File: src/rtl/sio8_pkg.sv
`timescale 1ns/1ps
package sio8_pkg;
    localparam int SIO_BITS = 8;
    localparam logic [1:0] RATE_EXT = 2'b11;

    typedef enum logic [1:0] {
        ST_IDLE = 2'd0,
        ST_ARM  = 2'd1,
        ST_LOW  = 2'd2,
        ST_HIGH = 2'd3
    } sio_state_e;
endpackage

File: src/rtl/sio8_clkgen.sv
`timescale 1ns/1ps
module sio8_clkgen #(
    parameter int P_FAST      = 2,
    parameter int P_MID       = 8,
    parameter int P_SLOW      = 32,
    parameter int SYNC_STAGES = 2
) (
    input  logic       clk,
    input  logic       rst_n,
    input  logic       tick,
    input  logic [1:0] rate,
    input  logic       phase_clr,
    input  logic       sck_in,
    output logic       phase_done,
    output logic       ext_rise,
    output logic       ext_fall
);
    localparam int H_FAST = P_FAST / 2;
    localparam int H_MID  = P_MID / 2;
    localparam int H_SLOW = P_SLOW / 2;
    localparam int CNT_W  = (H_SLOW > 1) ? $clog2(H_SLOW) : 1;

    logic [CNT_W-1:0] cnt_q;
    logic [CNT_W-1:0] half_last;
    logic [SYNC_STAGES-1:0] sync_q;
    logic prev_q;

    always_comb begin
        case (rate)
            2'b00:   half_last = CNT_W'(H_FAST - 1);
            2'b01:   half_last = CNT_W'(H_MID - 1);
            default: half_last = CNT_W'(H_SLOW - 1);
        endcase
    end

    assign phase_done = tick && (cnt_q == half_last);

    always_ff @(posedge clk or negedge rst_n) begin
        if (!rst_n) begin
            cnt_q <= '0;
        end else if (phase_clr) begin
            cnt_q <= '0;
        end else if (tick) begin
            if (cnt_q == half_last) begin
                cnt_q <= '0;
            end else begin
                cnt_q <= cnt_q + 1'b1;
            end
        end
    end

    // synchronizer chain for the external clock
    for (genvar g = 0; g < SYNC_STAGES; g++) begin : g_sync
        always_ff @(posedge clk or negedge rst_n) begin
            if (!rst_n) begin
                sync_q[g] <= 1'b1;
            end else if (g == 0) begin
                sync_q[g] <= sck_in;
            end else begin
                sync_q[g] <= sync_q[(g > 0) ? g - 1 : 0];
            end
        end
    end

    always_ff @(posedge clk or negedge rst_n) begin
        if (!rst_n) begin
            prev_q <= 1'b1;
        end else begin
            prev_q <= sync_q[SYNC_STAGES-1];
        end
    end

    assign ext_rise = sync_q[SYNC_STAGES-1] & ~prev_q;
    assign ext_fall = ~sync_q[SYNC_STAGES-1] & prev_q;
endmodule

File: src/rtl/sio8_ctrl.sv
`timescale 1ns/1ps
module sio8_ctrl
    import sio8_pkg::*;
#(
    parameter int BITS = 8,
    localparam int CW  = $clog2(BITS + 1)
) (
    input  logic          clk,
    input  logic          rst_n,
    input  logic          start_req,
    input  logic          stop_req,
    input  logic          ext_mode,
    input  logic          phase_done,
    input  logic          ext_rise,
    input  logic          ext_fall,
    output sio_state_e    state,
    output logic          busy,
    output logic          sck_int,
    output logic          phase_clr,
    output logic          sample_en,
    output logic          shift_en,
    output logic          finish,
    output logic [CW-1:0] bit_cnt
);
    sio_state_e state_q, state_d;
    logic [CW-1:0] bit_cnt_q;
    logic adv;
    logic last_bit;

    assign last_bit = (bit_cnt_q == CW'(BITS));

    // event that ends the current state
    always_comb begin
        adv = 1'b0;
        unique case (state_q)
            ST_IDLE: adv = 1'b0;
            ST_ARM:  adv = ext_fall;
            ST_LOW:  adv = ext_mode ? ext_rise : phase_done;
            ST_HIGH: begin
                if (last_bit) begin
                    adv = ext_mode ? 1'b1 : phase_done;
                end else begin
                    adv = ext_mode ? ext_fall : phase_done;
                end
            end
            default: adv = 1'b0;
        endcase
    end

    always_comb begin
        state_d = state_q;
        unique case (state_q)
            ST_IDLE: begin
                if (start_req) begin
                    state_d = ext_mode ? ST_ARM : ST_LOW;
                end
            end
            ST_ARM: begin
                if (stop_req) begin
                    state_d = ST_IDLE;
                end else if (adv) begin
                    state_d = ST_LOW;
                end
            end
            ST_LOW: begin
                if (stop_req) begin
                    state_d = ST_IDLE;
                end else if (adv) begin
                    state_d = ST_HIGH;
                end
            end
            ST_HIGH: begin
                if (stop_req) begin
                    state_d = ST_IDLE;
                end else if (adv) begin
                    state_d = last_bit ? ST_IDLE : ST_LOW;
                end
            end
            default: state_d = ST_IDLE;
        endcase
    end

    // state register
    always_ff @(posedge clk or negedge rst_n) begin
        if (!rst_n) begin
            state_q   <= ST_IDLE;
            bit_cnt_q <= '0;
        end else begin
            state_q <= state_d;
            if (state_q == ST_IDLE) begin
                bit_cnt_q <= '0;
            end else if (sample_en) begin
                bit_cnt_q <= bit_cnt_q + 1'b1;
            end
        end
    end

    // outputs
    always_comb begin
        busy      = (state_q != ST_IDLE);
        sck_int   = (state_q != ST_LOW);
        sample_en = (state_q == ST_LOW) && adv && !stop_req;
        shift_en  = (state_q == ST_HIGH) && adv && !stop_req;
        finish    = shift_en && last_bit;
        phase_clr = (state_d != state_q) || (state_q == ST_IDLE);
        state     = state_q;
        bit_cnt   = bit_cnt_q;
    end
endmodule

File: src/rtl/sio8_shreg.sv
`timescale 1ns/1ps
module sio8_shreg #(
    parameter int BITS = 8
) (
    input  logic            clk,
    input  logic            rst_n,
    input  logic            msb_first,
    input  logic            load_en,
    input  logic [BITS-1:0] load_val,
    input  logic            sample_en,
    input  logic            si,
    input  logic            shift_en,
    output logic [BITS-1:0] data_q,
    output logic            ser_out
);
    logic si_q;

    always_ff @(posedge clk or negedge rst_n) begin
        if (!rst_n) begin
            data_q <= '0;
            si_q   <= 1'b0;
        end else begin
            if (sample_en) begin
                si_q <= si;
            end
            if (load_en) begin
                data_q <= load_val;
            end else if (shift_en) begin
                if (msb_first) begin
                    data_q <= {data_q[BITS-2:0], si_q};
                end else begin
                    data_q <= {si_q, data_q[BITS-1:1]};
                end
            end
        end
    end

    assign ser_out = msb_first ? data_q[BITS-1] : data_q[0];
endmodule

File: src/rtl/sio8_shifter.sv
`timescale 1ns/1ps
module sio8_shifter
    import sio8_pkg::*;
#(
    parameter int P_FAST      = 2,
    parameter int P_MID       = 8,
    parameter int P_SLOW      = 32,
    parameter int SYNC_STAGES = 2
) (
    input  logic       clk,
    input  logic       rst_n,
    input  logic       tick,
    input  logic       reg_addr,
    input  logic       reg_wr,
    input  logic [7:0] reg_wdata,
    output logic [7:0] reg_rdata,
    input  logic       si_pin,
    input  logic       sck_pin_i,
    input  logic       gpio_so_val,
    input  logic       gpio_sck_val,
    input  logic       gpio_sck_oe,
    output logic       so_pin_o,
    output logic       sck_pin_o,
    output logic       sck_pin_oe,
    output logic       irq
);
    localparam int CW = $clog2(SIO_BITS + 1);

    logic wr_mode, wr_data, start_req, stop_req, ext_mode;
    logic irq_en_q, ck_drv_q, so_drv_q, msb_first_q, done_q;
    logic [1:0] rate_q;
    logic phase_done, ext_rise, ext_fall;
    logic busy, sck_int, phase_clr, sample_en, shift_en, finish;
    logic [CW-1:0] bit_cnt;
    sio_state_e state;
    logic [SIO_BITS-1:0] data_q;
    logic ser_out;

    assign wr_mode   = reg_wr && !reg_addr;
    assign wr_data   = reg_wr && reg_addr;
    assign start_req = wr_mode && reg_wdata[0];
    assign stop_req  = wr_mode && !reg_wdata[0];
    assign ext_mode  = wr_mode ? (reg_wdata[3:2] == RATE_EXT) : (rate_q == RATE_EXT);

    always_ff @(posedge clk or negedge rst_n) begin
        if (!rst_n) begin
            irq_en_q    <= 1'b0;
            ck_drv_q    <= 1'b0;
            so_drv_q    <= 1'b0;
            rate_q      <= 2'b00;
            msb_first_q <= 1'b0;
        end else if (wr_mode) begin
            irq_en_q    <= reg_wdata[6];
            ck_drv_q    <= reg_wdata[5];
            so_drv_q    <= reg_wdata[4];
            rate_q      <= reg_wdata[3:2];
            msb_first_q <= reg_wdata[1];
        end
    end

    // completion flag: set wins over a clearing write
    always_ff @(posedge clk or negedge rst_n) begin
        if (!rst_n) begin
            done_q <= 1'b0;
        end else if (finish) begin
            done_q <= 1'b1;
        end else if (wr_mode && !reg_wdata[7]) begin
            done_q <= 1'b0;
        end
    end

    sio8_clkgen #(
        .P_FAST(P_FAST), .P_MID(P_MID), .P_SLOW(P_SLOW), .SYNC_STAGES(SYNC_STAGES)
    ) u_clkgen (
        .clk(clk), .rst_n(rst_n), .tick(tick), .rate(rate_q),
        .phase_clr(phase_clr), .sck_in(sck_pin_i),
        .phase_done(phase_done), .ext_rise(ext_rise), .ext_fall(ext_fall)
    );

    sio8_ctrl #(.BITS(SIO_BITS)) u_ctrl (
        .clk(clk), .rst_n(rst_n), .start_req(start_req), .stop_req(stop_req),
        .ext_mode(ext_mode), .phase_done(phase_done), .ext_rise(ext_rise),
        .ext_fall(ext_fall), .state(state), .busy(busy), .sck_int(sck_int),
        .phase_clr(phase_clr), .sample_en(sample_en), .shift_en(shift_en),
        .finish(finish), .bit_cnt(bit_cnt)
    );

    sio8_shreg #(.BITS(SIO_BITS)) u_shreg (
        .clk(clk), .rst_n(rst_n), .msb_first(msb_first_q),
        .load_en(wr_data && !busy), .load_val(reg_wdata),
        .sample_en(sample_en), .si(si_pin), .shift_en(shift_en),
        .data_q(data_q), .ser_out(ser_out)
    );

    assign reg_rdata  = reg_addr ? data_q
                                 : {done_q, irq_en_q, ck_drv_q, so_drv_q, rate_q, msb_first_q, busy};
    assign so_pin_o   = so_drv_q ? ser_out : gpio_so_val;
    assign sck_pin_o  = ck_drv_q ? sck_int : gpio_sck_val;
    assign sck_pin_oe = ck_drv_q ? 1'b1 : gpio_sck_oe;
    assign irq        = irq_en_q & done_q;
endmodule

File: config.mk
export PLATFORM = sky130hd
export DESIGN_NAME = sio8_shifter
export DESIGN_NICKNAME = d
export VERILOG_FILES = /design/src/rtl/sio8_pkg.sv /design/src/rtl/sio8_clkgen.sv /design/src/rtl/sio8_ctrl.sv /design/src/rtl/sio8_shreg.sv /design/src/rtl/sio8_shifter.sv
export SDC_FILE = /design/constraint.sdc
export NUM_CORES = 1
export LEC_CHECK = 0
export ABC_CLOCK_PERIOD_IN_PS = 2000
export CAP_MARGIN = 10
export CORE_MARGIN = 2
export CORE_UTILIZATION = 45
export DETAILED_ROUTE_END_ITERATION = 16
export GPL_ROUTABILITY_DRIVEN = 0
export GPL_TIMING_DRIVEN = 1
export PLACE_DENSITY_LB_ADDON = 0.08
export SYNTH_ARGS = -nofsm -noshare
export SYNTH_HDL_FRONTEND = slang
export SYNTH_HIERARCHICAL = 1
export SYNTH_SLANG_ARGS = --single-unit
File: constraint.sdc
create_clock -name clk -period 2 [get_ports clk]
set_input_delay 0.3 -clock clk [delete_from_list [all_inputs] [get_ports clk]]
set_output_delay 0.3 -clock clk [all_outputs]
set_load 0.02 [all_outputs]
# --- Yosys cells after proc, flatten, opt, wreduce, memory -nomap -nowiden ---
# Cells that the tools add are included.
totals:
  input_bits: 18
  output_inout_bits: 12
  ff_bits: 29
  ram_bits: 0
  mem_bits_ro: 0
  n_memories: 0
  wordCells: 88
  latchBits: 0
op_classes:
  n_mul: 0
  n_reduce_logical: 25
  n_bitwise: 5
  n_shift: 0
  muxes: 32
  n_div: 0
  n_eq_ne: 10
  addsub: 2
  magnitude_cmp: 0
op_table:
  columns: ["operator", "n"]
  rows:
  - ["$mux W8", 4]
  - ["$mux W4", 5]
  - ["$mux W2", 9]
  - ["$logic_and A1 B1 Y1", 12]
  - ["$mux W1", 11]
  - ["$reduce_bool A2 Y1", 5]
  - ["$add A4 B1 Y4 const B", 2]
  - ["$eq A2 B2 Y1 const B", 4]
  - ["$pmux W2 S4", 1]
  - ["$pmux W4 S2", 1]
  - ["$logic_not A1 Y1", 5]
  - ["$eq A2 B1 Y1 const B", 2]
  - ["$eq A4 B4 Y1", 1]
  - ["$eq A4 B4 Y1 const B", 1]
  - ["$logic_not A2 Y1", 2]
  - ["$pmux W1 S4", 1]
  - ["$and A1 B1 Y1", 3]
  - ["$ne A2 B2 Y1", 1]
  - ["$ne A2 B2 Y1 const B", 1]
  - ["$not A1 Y1", 2]
  - ["$logic_or A1 B1 Y1", 1]

# --- Longest topological paths before layout ---
depth:
  word_depth: 13
  ltp_mapped: 10

# --- Modules after synthesis ---
# Netlist, hierarchy kept.
modules_own_cells:
  columns: ["module", "seq_area_each_um2", "cells_per_inst", "area_each_um2", "instances"]
  rows:
  - ["sio8_shreg", 225.2, 47, 525.5, 1]
  - ["sio8_shifter", 175.2, 37, 483.0, 1]
  - ["sio8_ctrl", 150.1, 53, 471.7, 1]
  - ["sio8_clkgen", 178.9, 31, 359.1, 1]

# --- Worst setup path after synthesis ---
# Ideal clock, no wire load.
synth_timing:
  path_kind: "input-to-reg"
  startpoint: "input port reg_addr"
  endpoint: "register u_clkgen.cnt_q[2]"
  n_path_buf: 2
  stages: 10
  setup_ns: 0.103
  setup_slack_ns: -0.380
  t_arrival_ns: 2.277
  cell_sequence: "buf_6 -> nor2b_4 -> buf_8 -> mux2i_1 -> mux2i_1 -> nor2_1 -> nor2_1 -> o221ai_1 -> or3b_2 -> o41ai_2"
synth_via:
  elab_chain_cells: 12
  word_cells_on_any_way: 23
synth_lines:
  columns: ["element", "line", "source"]
  rows:
  - ["start: declaration", "sio8_shifter.sv:13", "input logic reg_addr,"]
  - ["$logic_not A1 Y1 (*)", "sio8_shifter.sv:39", "assign wr_mode = reg_wr && !reg_addr;"]
  - ["$logic_and A1 B1 Y1 (*)", "sio8_shifter.sv:39", null]
  - ["$mux W1 (*)", "sio8_shifter.sv:43", "assign ext_mode = wr_mode ? (reg_wdata[3:2] == RATE_EXT) : (rate_q == RATE_EXT);"]
  - ["net ext_mode", "sio8_shifter.sv:29", "logic wr_mode, wr_data, start_req, stop_req, ext_mode;"]
  - ["$mux W1, on equally long branches", "sio8_ctrl.sv:43, sio8_ctrl.sv:41", null]
  - ["$mux W1", "sio8_ctrl.sv:40", "if (last_bit) begin"]
  - ["$pmux W1 S4", "sio8_ctrl.sv:35", "unique case (state_q)"]
  - ["$mux W2, on equally long branches", "sio8_ctrl.sv:75, sio8_ctrl.sv:61, sio8_ctrl.sv:68", null]
  - ["$mux W2, on equally long branches", "sio8_ctrl.sv:73, sio8_ctrl.sv:59, sio8_ctrl.sv:66", null]
  - ["$pmux W2 S4 (*)", "sio8_ctrl.sv:52", "unique case (state_q)"]
  - ["$ne A2 B2 Y1 (*)", "sio8_ctrl.sv:105", "phase_clr = (state_d != state_q) || (state_q == ST_IDLE);"]
  - ["$logic_or A1 B1 Y1 (*)", "sio8_ctrl.sv:105", null]
  - ["net phase_clr", "sio8_shifter.sv:33", "logic busy, sck_int, phase_clr, sample_en, shift_en, finish;"]
  - ["$mux W4 / $reduce_bool A2 Y1 (equally long branches)", null, null]
  - ["end signal: assignment", "sio8_clkgen.sv:47", "cnt_q <= cnt_q + 1'b1;"]
  - ["end: declaration", "sio8_clkgen.sv:23", "logic [CNT_W-1:0] cnt_q;"]
# The timed path passes the listed nets; every way through them passes the cells marked *.
# A chain may end at the register's enable or synchronous reset.

# --- Final worst setup path ---
layout_timing:
  startpoint: "register u_clkgen.cnt_q[1]"
  endpoint: "register u_shreg.si_q"
layout_via:
  elab_chain_cells: 7
  word_cells_on_any_way: 9
layout_lines:
  columns: ["element", "line", "source"]
  rows:
  - ["$eq A4 B4 Y1 (*)", "sio8_clkgen.sv:36", "assign phase_done = tick && (cnt_q == half_last);"]
  - ["$logic_and A1 B1 Y1 (*)", "sio8_clkgen.sv:36", null]
  - ["net phase_done", "sio8_shifter.sv:32", "logic phase_done, ext_rise, ext_fall;"]
  - ["$mux W1, on equally long branches", "sio8_ctrl.sv:43, sio8_ctrl.sv:41", null]
  - ["$mux W1", "sio8_ctrl.sv:40", null]
  - ["$pmux W1 S4 (*)", "sio8_ctrl.sv:35", null]
  - ["$logic_and A1 B1 Y1 (*) (2 in a row)", "sio8_ctrl.sv:102", "sample_en = (state_q == ST_LOW) && adv && !stop_req;"]
  - ["net sample_en", "sio8_shifter.sv:33", null]
  - ["end signal: assignment", "sio8_shreg.sv:24", "si_q <= si;"]
  - ["end: declaration", "sio8_shreg.sv:16", "logic si_q;"]
# Marked as above.

==> flow_summary.ini <==
[outcome]
status = finished, violations left
violations = setup timing

[sta]
finalSetupTns_ns = -1.404
period_needed_ns = 2.159
final_max_slew_viol_count = 0
clock_skew_ns = 0.004577
hold_violations = 0
max_freq_mhz = 463.2
tightest_slew_ns = 0.3867
fin_crit_sh = 1.080
setup_viol = 19
slew_headroom = 0.7422
rsz0062_at_grt = yes
fin_ws_ns = -0.1591

[grt]
overflow = 0
grt_pass1_vias = 1565
grt_start_max_net_pins = 30
antenna_found_initial = 0
grt_pass1_wl_mm = 7.458
groute.usage.overall = 0.2231

[yosys]
synth_seq_area_share = 0.3966
synth_top_cell_area_share = 0.3537
synth-edff-count = 0
synthFlopType = dfrtp_1
synth_area_um2 = 1839
syn_area_per_cell_um2 = 10.95
async_flop_share = 1.000
synthCells = 168
syn_nets = 189
ys_warn_count = 6
yosys.area.top_type = dfrtp_1
ys_seq_elements = 29
synthDistinctLibCells = 48
synth_area_leaders = dfrtp_1, mux2_2, mux2i_1

[finish]
drive_above_1_share = 0.4454
layout_common_cells = buf_4, dfrtp_1, clkdlybuf4s50_1
final_common_cell = buf_4
nets = 258
syn_to_final_growth_pct = 46.60
antennaDiodeCount = 0
final.fill_count = 298

[clock_network]
clk_pin_slew_ns = 0.06
htreeDepth = 2
clock-sinks = 29
root_buffer = clkbuf_8
numCtsBuffers = 5
cts_tree = yes
cts-hold-fix-buffers = 0
cts.path.max_buffers = 2
clk_latency_ns = 0.28

[setup_path]
critPathLaunchType = flip-flop
path_max_fanout = 3
path_buf_inv = 2
crit_family = simple AND/OR/NAND/NOR gates
cp-end-kind = flip-flop
reg2regPathDepth = 8
slowest_delay_ns = 0.40
required_ns = 2.17
cpMostUsedCell = or3_4
path_class = flip-flop to flip-flop
crit_path_cell_trace = or3_4 > a21oi_4 > o21a_1 > mux2i_4 > buf_6 > or3_4 > clkinv_4 > mux2_4
critical_path_arrival_ns = 2.33
slowest_stage = or3_4
path_depth = 8

[place]
pre_cts_slack_ns = -0.5409
io_buffers = 29
hpwl_mm = 3.132

[floorplan]
die_x_um = 67.93
rows = 23
core_area_um2 = 3971
die_y_um = 67.93
ios = 30
die_area_um2 = 4614
initial_core_util = 0.4631

[worst_hold_path]
hold_class = flip-flop to flip-flop
whs_path_depth = 0

[pwr]
irDropWorstVdd_uv = 696.3
p_leak_nw = 1.202
power_density_nw_per_um2 = 1091

[job]
max_cap_viol_count = 0

[detailed_routing]
drc_errors = 0
wire_per_inst_um = 15.78
drt-total-wl_mm = 4.545
drt_iter0_drc = 90
dr_total_vias = 1565
first_pass_iters = 4
vias_per_cell = 5.434
ant_nets = 0
-- layout make-up --
type                            count  area, um^2  share of cell area
Sequential cell                    29       729.5              0.2705
Timing Repair Buffer               70       610.6              0.2264
Tap cell                           50       62.56             0.02320
Inverter                            4       20.02            0.007425
Multi-Input combinational cell    127        1172              0.4348
Clock buffer                        7       96.34             0.03573
Clock inverter                      1       5.005            0.001856
-- per-layer routing --
| metal | routed length (um) | vias up | GRT usage | share of wire |
|---|---|---|---|---|
| met3 | 189 | 6 | 0.04934 | 0.042 |
| met2 | 2242 | 35 | 0.3811 | 0.49 |
| met5 | 0 | - | 0 | 0 |
| met4 | 65 | 0 | 0.07500 | 0.014 |
| li1 | - | 750 | - | - |
| met1 | 2048 | 774 | 0.2780 | 0.45 |
-- path summary, 6_finish.rpt --
check	from	to	slack [ns]
worst max-delay path	u_clkgen/cnt_q[1]	u_shreg/si_q	-0.16
worst min-delay path	u_clkgen/sync_q[0]	u_clkgen/sync_q[1]	0.36
worst max register to register	u_clkgen/cnt_q[1]	u_shreg/si_q	-0.16
worst min register to register	u_clkgen/sync_q[0]	u_clkgen/sync_q[1]	0.36
max in group asynchronous	rst_n	u_clkgen/sync_q[0]	1.28
min in group asynchronous	rst_n	u_shreg/data_q[2]	0.40
-- synthesized netlist by cell type (2+ instances only) --
master	n
mux2i_1	11
xor2_1	2
or3b_2	7
mux2_4	6
or3_4	2
ha_1	3
nor3b_1	2
a21oi_1	6
nor3_1	2
dfrtp_1	26
nor4_1	2
a22o_1	2
nand2b_1	2
and2_1	2
nand3b_1	2
o211ai_2	2
nor2b_1	5
nand3_1	3
inv_1	3
nand2_1	16
mux2_2	13
nor2_1	10
buf_2	3
buf_6	2
dfstp_2	3
or3b_1	2
clkbuf_1	2
o211ai_1	7
-- repair_timing --
action | 4_1_cts | 5_1_grt
cloned | 0 | 0
resized for setup | 36 | 6
pin swaps | 16 | 7
buffers inserted | 7 | 2
endpoints found under the setup margin | 29 | 21
-- registers in the layout (all words and copies together), names as in the netlist --
register,cells
rate_q,2
irq_en_q,1
u_shreg/data_q,8
u_ctrl/bit_cnt,4
msb_first_q,1
so_drv_q,1
u_shreg/si_q,1
u_clkgen/sync_q,2
ck_drv_q,1
u_ctrl/state,2
u_clkgen/cnt_q,4
done_q,1
u_clkgen/prev_q,1
-- power by group --
part           total (W)  leakage [nW]  switching, W  internal (W)
Sequential      0.000926         0.346      0.000164      0.000762
Clock           0.000533        0.0542      0.000222      0.000310
Combinational    0.00148         0.801      0.000687      0.000796
-- metrics by stage --
stage,util,cell area [um^2],instances,power (W),hold slack [ns]
final,0.6790,2696,288,0.002942,0.3558
after global routing,0.6790,2696,288,0.003137,0.3687
after CTS,0.6686,2655,286,0.002924,0.3566
after detailed placement,0.6074,2412,273,0.002276,0.3472
after global placement,0.6074,2412,273,0.002233,0.3461
after floorplan,-,1864,168,0.001734,0.004409
-- cells by family after synthesis --
kind of cell / after synthesis / share of synthesized area
adders and majority gates: 3 / 0.02041
and+or+nand+nor: 64 / 0.2095
xor gates and xnor gates: 2 / 0.009526
buffers and inverters: 12 / 0.04353
muxes: 31 / 0.1946
DFF: 29 / 0.3966
AOI/OAI and AO/OA: 27 / 0.1259
-- worst reg2reg max path, delay by kind of cell, from the launching register on --
family	cells	cell delay, ns
AO/OA/AOI/OAI	2	0.34
buffers and inverters	2	0.20
AND/OR/NAND/NOR	2	0.74
multiplexers	2	0.37
flip-flops	1	0.38
Power figures use the tool's default switching activity.
